[src/rtl/eot_pkg.sv]
package eot_pkg;

    localparam int unsigned EOT_TASKS_DFLT = 8;

    typedef enum logic [1:0] {
        OP_EN_SET = 2'b00,
        OP_EN_CLR = 2'b01,
        OP_FORCE  = 2'b10,
        OP_NONE   = 2'b11
    } wr_op_e;

    typedef struct packed {
        logic   valid;
        logic   host;
        wr_op_e op;
    } wr_ctl_t;

    function automatic logic wr_accepted(input wr_ctl_t c);
        return c.valid && !c.host;
    endfunction

    function automatic logic is_op(input wr_ctl_t c, input wr_op_e op);
        return wr_accepted(c) && (c.op == op);
    endfunction

endpackage

[src/rtl/eot_cfg_regs.sv]
module eot_cfg_regs
    import eot_pkg::*;
#(
    parameter int unsigned NUM_TASKS = EOT_TASKS_DFLT
) (
    input  logic                 clk,
    input  logic                 rst,
    input  wr_ctl_t              ctl,
    input  logic [NUM_TASKS-1:0] mask,
    output logic [NUM_TASKS-1:0] swi_en,
    output logic [NUM_TASKS-1:0] force_pulse
);

    logic [NUM_TASKS-1:0] en_q;
    logic [NUM_TASKS-1:0] en_d;
    logic [NUM_TASKS-1:0] frc_q;

    always_comb begin
        en_d = en_q;
        if (is_op(ctl, OP_EN_SET)) begin
            en_d = en_q | mask;
        end else if (is_op(ctl, OP_EN_CLR)) begin
            en_d = en_q & ~mask;
        end
    end

    always_ff @(posedge clk) begin
        if (rst) begin
            en_q  <= '0;
            frc_q <= '0;
        end else begin
            en_q  <= en_d;
            frc_q <= is_op(ctl, OP_FORCE) ? mask : '0;
        end
    end

    assign swi_en      = en_q;
    assign force_pulse = frc_q;

endmodule

[src/rtl/eot_done_decode.sv]
module eot_done_decode #(
    parameter int unsigned NUM_TASKS = 8,
    localparam int unsigned IDX_W = (NUM_TASKS > 1) ? $clog2(NUM_TASKS) : 1
) (
    input  logic                 clk,
    input  logic                 rst,
    input  logic                 task_done,
    input  logic [IDX_W-1:0]     run_idx,
    input  logic [NUM_TASKS-1:0] swi_en,
    output logic [NUM_TASKS-1:0] done_pulse
);

    logic [NUM_TASKS-1:0] hit;
    logic [NUM_TASKS-1:0] done_q;

    for (genvar i = 0; i < NUM_TASKS; i++) begin : g_dec
        assign hit[i] = task_done && (run_idx == IDX_W'(i)) && !swi_en[i];
    end

    always_ff @(posedge clk) begin
        if (rst) begin
            done_q <= '0;
        end else begin
            done_q <= hit;
        end
    end

    assign done_pulse = done_q;

endmodule

[src/rtl/eot_irq_merge.sv]
module eot_irq_merge #(
    parameter int unsigned NUM_TASKS = 8
) (
    input  logic                 clk,
    input  logic                 rst,
    input  logic [NUM_TASKS-1:0] done_pulse,
    input  logic [NUM_TASKS-1:0] force_pulse,
    output logic [NUM_TASKS-1:0] irq
);

    logic [NUM_TASKS-1:0] irq_q;

    always_ff @(posedge clk) begin
        if (rst) begin
            irq_q <= '0;
        end else begin
            irq_q <= done_pulse | force_pulse;
        end
    end

    assign irq = irq_q;

endmodule

[src/rtl/eot_irq_router.sv]
module eot_irq_router
    import eot_pkg::*;
#(
    parameter int unsigned NUM_TASKS = EOT_TASKS_DFLT,
    localparam int unsigned IDX_W = (NUM_TASKS > 1) ? $clog2(NUM_TASKS) : 1
) (
    input  logic                 clk,
    input  logic                 rst,
    input  logic                 wr_en,
    input  logic                 wr_host,
    input  logic [1:0]           wr_op,
    input  logic [NUM_TASKS-1:0] wr_mask,
    input  logic                 task_done,
    input  logic [IDX_W-1:0]     run_idx,
    output logic [NUM_TASKS-1:0] eot_irq
);

    wr_ctl_t              ctl;
    logic [NUM_TASKS-1:0] swi_en;
    logic [NUM_TASKS-1:0] force_pulse;
    logic [NUM_TASKS-1:0] done_pulse;

    assign ctl.valid = wr_en;
    assign ctl.host  = wr_host;
    assign ctl.op    = wr_op_e'(wr_op);

    eot_cfg_regs #(.NUM_TASKS(NUM_TASKS)) u_cfg (
        .clk         (clk),
        .rst         (rst),
        .ctl         (ctl),
        .mask        (wr_mask),
        .swi_en      (swi_en),
        .force_pulse (force_pulse)
    );

    eot_done_decode #(.NUM_TASKS(NUM_TASKS)) u_dec (
        .clk        (clk),
        .rst        (rst),
        .task_done  (task_done),
        .run_idx    (run_idx),
        .swi_en     (swi_en),
        .done_pulse (done_pulse)
    );

    eot_irq_merge #(.NUM_TASKS(NUM_TASKS)) u_merge (
        .clk         (clk),
        .rst         (rst),
        .done_pulse  (done_pulse),
        .force_pulse (force_pulse),
        .irq         (eot_irq)
    );

endmodule

[config.mk]
export PLATFORM = sky130hd
export DESIGN_NAME = eot_irq_router
export DESIGN_NICKNAME = d
export VERILOG_FILES = /design/src/rtl/eot_pkg.sv /design/src/rtl/eot_cfg_regs.sv /design/src/rtl/eot_done_decode.sv /design/src/rtl/eot_irq_merge.sv /design/src/rtl/eot_irq_router.sv
export SDC_FILE = /design/constraint.sdc
export NUM_CORES = 1
export LEC_CHECK = 0
export ABC_CLOCK_PERIOD_IN_PS = 1250
export BUFFER_PORTS_ARGS = -buffer_cell sky130_fd_sc_hd__buf_4
export CORE_AREA = 10 10 74 51
export DETAILED_ROUTE_END_ITERATION = 10
export DIE_AREA = 0 0 84 61
export GPL_TIMING_DRIVEN = 1
export PLACE_DENSITY_LB_ADDON = 0.15
export SYNTH_ARGS = -nofsm -noshare
export SYNTH_HDL_FRONTEND = slang
export SYNTH_HIERARCHICAL = 1
export SYNTH_SLANG_ARGS = --single-unit
[constraint.sdc]
create_clock -name clk -period 1.25 [get_ports clk]
set_clock_uncertainty 0.15 [all_clocks]
set_input_delay 0.25 -clock clk [delete_from_list [all_inputs] [get_ports clk]]
set_output_delay 0.25 -clock clk [all_outputs]
set_load 0.05 [all_outputs]
==> results of run 1 <==
## cell type report
type / instances / area (µm²)
clock buffer: 7 / 96.3
sequential: 32 / 641
fill: 194 / 913
timing repair buffer: 26 / 195
multi-input combinational: 56 / 532
tap: 32 / 40.0
## cells by family (layout without fill, tap and decap cells)
kind of cell           Yosys count  after routing  share of synthesized area
AND/OR/NAND/NOR                 40             40                      0.312
flip-flops                      32             32                      0.538
AO/OA/AOI/OAI                    8              8                     0.0672
multiplexers                     8              8                     0.0672
buffers and inverters            2             33                     0.0158
## cells in the mapped netlist (all sizes together) (2+ instances only)
library cell,n
and4,8
o21ba,8
nand2b,8
nor4,4
mux2i,8
nor4b,2
nor3,2
dfxtp,32
buf,2
and4bb,8
or2b,2
or2,2
## per-layer routing
metal  GRT usage  up-vias  share of wire
li1            -      394              -
met1       0.123      370           0.48
met2       0.169       18           0.44
met3      0.0575        6          0.061
met4      0.0689        0          0.024
met5           0        -              0
## power by group through the flow
stage | clock [mW] | sequential [mW] | combinational (mW)
floorplan | 0 | 1.08 | 0.0681
global placement | 0 | 1.07 | 0.161
detailed placement | 0 | 1.07 | 0.164
CTS | 0.860 | 1.04 | 0.164
global route | 0.908 | 1.04 | 0.176
finish | 0.838 | 1.04 | 0.163
## placed cells by master (no fill, tap or decap), types with 2 or more instances in the layout
cell type   n
and4bb_1    2
or2b_2      2
nor3_1      2
nand2b_1    7
buf_4      26
clkbuf_8    7
dfxtp_1    32
nor4_1      3
and4bb_2    6
o21ba_1     8
and4_2      8
mux2i_1     8
## worst paths after layout
path	start	end	slack [ns]	depth (start not counted)
worst max-delay path	u_merge/irq[0]$_SDFF_PP0_	eot_irq[0]	0.06	1
worst min-delay path	run_idx[1]	u_dec/done_pulse[4]$_SDFF_PP0_	0.04	2
worst max register to register	flip-flop	flip-flop	0.25	2
worst min register to register	flip-flop	u_dec/done_pulse[0]$_SDFF_PP0_	0.27	1
==> metrics.yaml, run 1 <==
clock_network:
  cts_root_buf: "clkbuf_8"
  clockBufferDepth: 2
  cts.sinks: 32
  post-cts-setup-buffers: 0
  cts-hold-fix-buffers: 0
  clkLatencyLatePin_ns: 0.28
  cts_tree: "built"
  ctsResizeCount: 0
  clk_pin_slew_ns: 0.06
  cts-htree-levels: 2
  cts-buffers-inserted: 5
setup_path:
  startpoint_type: "flip-flop"
  crit_chain: "buf_4"
  critPathCaptureType: "output pin"
  cpPeakStageDelay_ns: 0.32
  cp_slowest_cell: "dfxtp_1"
  worstSetupPathType: "flip-flop to output pin"
  worst_ep_arrival_time_ns: 0.79
  cp_max_fo: 1
  required_ns: 0.85
  critical-path-top-delay-family: "flip-flops"
  crit_buf_inv: 1
sta:
  worstMarginPinSlew_ns: 0.332
  timing.fmax_mhz: 842
  fin_crit_ns: 1.19
  finalWorstSetupSlack_ns: 0.0626
  rsz0062_at_grt: "no"
  fin_setup_tns_ns: 0
  slew_violations: 0
  relSlewSlack: 0.778
  hold_viol_final: 0
  post-route-period-util: 0.950
  setup_viol: 0
  holdWs_ns: 0.0365
yosys:
  avgSynthCellArea_um2: 13.2
  synthCells: 90
  syn_nets: 108
  yosysTopAreaCellShare: 0.538
  synth_top_area_cell: "dfxtp_1"
  async_reset_ff_frac: 0
  ys_top_cells_by_area: "dfxtp_1 (54%), and4_2 (6.7%), mux2i_1 (6.7%)"
  synth_area_um2: 1190
  yosysSeqAreaShare: 0.538
  synth-seq-cells: 32
  ys_warn_count: 6
  synth_edf_count: 0
  synth-main-ff-cell: "dfxtp_1"
  ys_types: 22
detailed_routing:
  ant_nets: 0
  totalWireLength_um: 2550
  drt_iter0_drc: 28
  vias_per_cell: 5.15
  detail_route.wl_per_cell_um: 16.6
  drcViolationCount: 0
  first_pass_iters: 4
  num_vias: 788
layout:
  final_cell_area_um2: 1500
  syn_to_final_growth_pct: 26.3
  antenna_cells: 0
  stdcell_count: 153
  final_util: 0.622
  fin_nets: 139
  drive_gt1_frac: 0.455
placement:
  dpl_cell_area_um2: 1410
  gp_congestion: 0.750
  dpl.hpwl_um: 1780
  dp_slack_ns: 0.0375
  place_inst: 146
  io_buffers: 25
hold_path:
  hold_class: "input pin to flip-flop"
global_routing:
  grt_pass1_vias: 865
  global_route.usage.total: 0.111
  antenna_found_initial: 0
  grt_pass1_wl_um: 4280
  grt-ovfl-total: 0
  grt_max_degree: 21
die:
  die_h_um: 61
  io-pin-count: 26
  coreArea_um2: 2420
  initial_core_util: 0.493
  die_w_um: 84
  std_cell_rows: 14
  die_area_um2: 5120
pwr:
  swShare: 0.213
  clockPowerShare: 0.410
  power.density_nw_per_um2: 1360
  internal_power_mw: 1.61
  netSwitchingPower_mw: 0.436
  power_frac_seq: 0.510
  finalPower_mw: 2.04
  leakage_nw: 0.672
  ir_worst_vdd_uv: 644
  pwr-share-comb: 0.080
run:
  drv_cap: 0
run_status:
  outcome: "complete, no violations"
No activity file was read; power rests on OpenSTA's default activity.
==> run 2, diff against run 1 <==
- ABC_AREA: unset -> 1
- CORE_AREA: 10 10 74 51 -> 10 10 73 51
- DIE_AREA: 0 0 84 61 -> 0 0 83 61
- SLEW_MARGIN: unset -> 5
==> run 2 against run 1 <==
Fmax barely moved. Cell count is 41% higher. Hold slack improved by 0.025 ns. Critical path depth stayed put. First-iteration DRC count increased by 43%. Sequential share of layout area is the same. Highest routed layer unchanged.
==> metrics.yaml, run 2 <==
run_status:
  outcome: "complete, no violations"  # unchanged
placement:
  dpl.hpwl_um: 1820  # was 1780 µm
  gp_congestion: 0.765  # was 0.750
  place_inst: 208  # was 146
  io_buffers: 25  # unchanged
  dpl_cell_area_um2: 1400  # was 1410 µm²
setup_path:
  worstSetupPathType: "flip-flop to output pin"  # unchanged
  crit_chain: "buf_4"  # unchanged
  crit_cells: 1  # unchanged
  r2r-end: "u_dec/done_pulse[0]$_SDFF_PP0_"
  worst_ep_arrival_time_ns: 0.79  # about the same
  required_ns: 0.85  # about the same
  startpoint_type: "flip-flop"  # unchanged
  cpPeakStageDelay_ns: 0.32  # about the same
  critPathCaptureType: "output pin"  # unchanged
  crit_buf_inv: 1  # unchanged
  worstSetupStartpoint: "u_merge/irq[4]$_SDFF_PP0_"  # was u_merge/irq[0]$_SDFF_PP0_
  critical-path-top-delay-family: "flip-flops"  # unchanged
  cp_slowest_cell: "dfxtp_1"  # unchanged
  rr_worst_depth: 2  # unchanged
  cp_max_fo: 1  # unchanged
  crit_end: "eot_irq[4]"  # was eot_irq[0]
  r2r_slack_ns: 0.41  # was 0.25 ns
layout:
  syn_to_final_growth_pct: 28.6  # was 26.3%
  drive_gt1_frac: 0.223  # was 0.455
  fin_nets: 201  # was 139
  stdcell_count: 216  # was 153
  layout_commonest_cell: "nor2_1"  # was dfxtp_1
  layout_common_cells: "nor2_1 (65), dfxtp_1 (32), buf_4 (27)"  # was dfxtp_1 (32), buf_4 (26), mux2i_1 (8), and4_2 (8), o21ba_1 (8)
  antenna_cells: 0  # unchanged
  final_cell_area_um2: 1500  # unchanged
  final_util: 0.631  # was 0.622
global_routing:
  grt_pass1_vias: 906  # was 865
  grt_max_degree: 17  # was 21
  grt-ovfl-total: 0  # unchanged
  global_route.usage.total: 0.101  # was 0.111
  antenna_found_initial: 0  # unchanged
  grt_pass1_wl_um: 4040  # was 4280 µm
pwr:
  leakage_nw: 0.728  # was 0.672 nW
  power.density_nw_per_um2: 1450  # was 1360 nW/µm²
  finalPower_mw: 2.19  # was 2.04 mW
  ir_worst_vdd_uv: 514  # was 644 µV
die:
  die_area_um2: 5060  # was 5120 µm²
  initial_core_util: 0.491  # was 0.493
  coreArea_um2: 2380  # was 2420 µm²
  die_w_um: 83  # was 84 µm
  die_h_um: 61  # unchanged
  io-pin-count: 26  # unchanged
  std_cell_rows: 14  # unchanged
sta:
  fin_crit_ns: 1.19  # about the same
  hold_viol_final: 0  # unchanged
  post-route-period-util: 0.950  # about the same
  fin_setup_tns_ns: 0  # unchanged
  setup_viol: 0  # unchanged
  relSlewSlack: 0.849  # was 0.778
  slew_violations: 0  # unchanged
  timing.fmax_mhz: 842  # about the same
  rsz0062_at_grt: "no"  # unchanged
  worstMarginPinSlew_ns: 0.226  # was 0.332 ns
run:
  drv_cap: 0  # unchanged
clock_network:
  cts_tree: "built"  # unchanged
  clkLatencyLatePin_ns: 0.28  # about the same
  cts.sinks: 32  # unchanged
  ctsResizeCount: 0  # unchanged
  cts-htree-levels: 2  # unchanged
  post-cts-setup-buffers: 0  # unchanged
  cts-buffers-inserted: 5  # unchanged
  cts-hold-fix-buffers: 0  # unchanged
  clockBufferDepth: 2  # unchanged
  cts_root_buf: "clkbuf_8"  # unchanged
  clk_pin_slew_ns: 0.07  # was 0.06 ns
detailed_routing:
  detail_route.wl_per_cell_um: 11.3  # was 16.6 µm
  vias_per_cell: 4.56  # was 5.15
  first_pass_iters: 4  # unchanged
  drcViolationCount: 0  # unchanged
  drt_iter0_drc: 40  # was 28
  num_vias: 985  # was 788
  ant_nets: 0  # unchanged
  totalWireLength_um: 2450  # was 2550 µm
yosys:
  ys_warn_count: 6  # unchanged
  synth_edf_count: 0  # unchanged
  syn_nets: 169  # was 108
  synth_top_area_cell: "dfxtp_1"  # unchanged
  post-synth-top-count-cell: "nor2_1"  # was dfxtp_1
  synthCells: 151  # was 90
  yosysSeqAreaShare: 0.548  # was 0.538
  synth_common_cells: "nor2_1 (65), dfxtp_1 (32), nand2_1 (18)"  # was dfxtp_1 (32), and4_2 (8), mux2i_1 (8), o21ba_1 (8), nand2b_1 (7)
  ys_types: 13  # was 22
  synth-main-ff-cell: "dfxtp_1"  # unchanged
  yosysTopAreaCellShare: 0.548  # was 0.538
  avgSynthCellArea_um2: 7.75  # was 13.2 µm²
  synth_area_um2: 1170  # was 1190 µm²
  ys_top_cells_by_area: "dfxtp_1 (55%), nor2_1 (21%), nand2_1 (5.8%)"  # was dfxtp_1 (54%), and4_2 (6.7%), mux2i_1 (6.7%)
  async_reset_ff_frac: 0  # unchanged
  synth-seq-cells: 32  # unchanged
hold_path:
  hold_class: "input pin to flip-flop"  # unchanged
  hold-path-cell-count: 3  # was 2
==> run 2: how the worst min path moves through the flow <==
| stage | from | endpoint | slack (ns) |
|---|---|---|---|
| 2_1_floorplan | wr_mask[0] | u_cfg/force_pulse[0]$_SDFF_PP0_ | 0.23 |
| 3_3_place_gp | u_dec/done_pulse[3]$_SDFF_PP0_ | u_merge/irq[3]$_SDFF_PP0_ | 0.27 |
| 3_5_place_dp | u_dec/done_pulse[1]$_SDFF_PP0_ | u_merge/irq[1]$_SDFF_PP0_ | 0.27 |
| 4_1_cts | wr_mask[0] | u_cfg/force_pulse[0]$_SDFF_PP0_ | 0.06 |
| 5_1_grt | wr_mask[1] | u_cfg/force_pulse[1]$_SDFF_PP0_ | 0.09 |
| 6_report | wr_mask[0] | u_cfg/force_pulse[0]$_SDFF_PP0_ | 0.06 |
==> run 2: kinds of logic after synthesis <==
group | count (synthesis) | synth area share
buffers and inverters | 21 | 0.0749
DFF | 32 | 0.548
and+or+nand+nor | 98 | 0.378
==> run 2: power by group <==
part	leakage [nW]	internal, mW	switching [mW]	total [mW]
Combinational	0.413	0.0770	0.111	0.188
Sequential	0.259	1.04	0.00730	1.05
Clock	0.0552	0.591	0.361	0.952
==> run 2: layout make-up <==
cell class                 count  area, µm²
tap                           32       40.0
clock inverter                 2       35.0
fill                         221        878
sequential                    32        641
timing repair buffer          27        203
inverter                      19       71.3
clock buffer                   6       72.6
multi-input combinational     98        442
==> run 2: layer usage <==
layer / track usage / vias up / part of all wire
met4: 0.0652 / 0 / 0.019
met2: 0.156 / 29 / 0.42
met5: 0 / - / 0
met1: 0.116 / 432 / 0.50
met3: 0.0401 / 4 / 0.059
li1: - / 520 / -
==> run 2: per-stage QoR <==
| stage | setup slack (ns) | hold slack (ns) |
|---|---|---|
| 2_1_floorplan | 0.263 | 0.235 |
| 3_3_place_gp | 0.153 | 0.266 |
| 3_5_place_dp | 0.125 | 0.272 |
| 4_1_cts | 0.0501 | 0.0562 |
| 5_1_grt | 0.0271 | 0.0855 |
| 6_report | 0.0628 | 0.0615 |
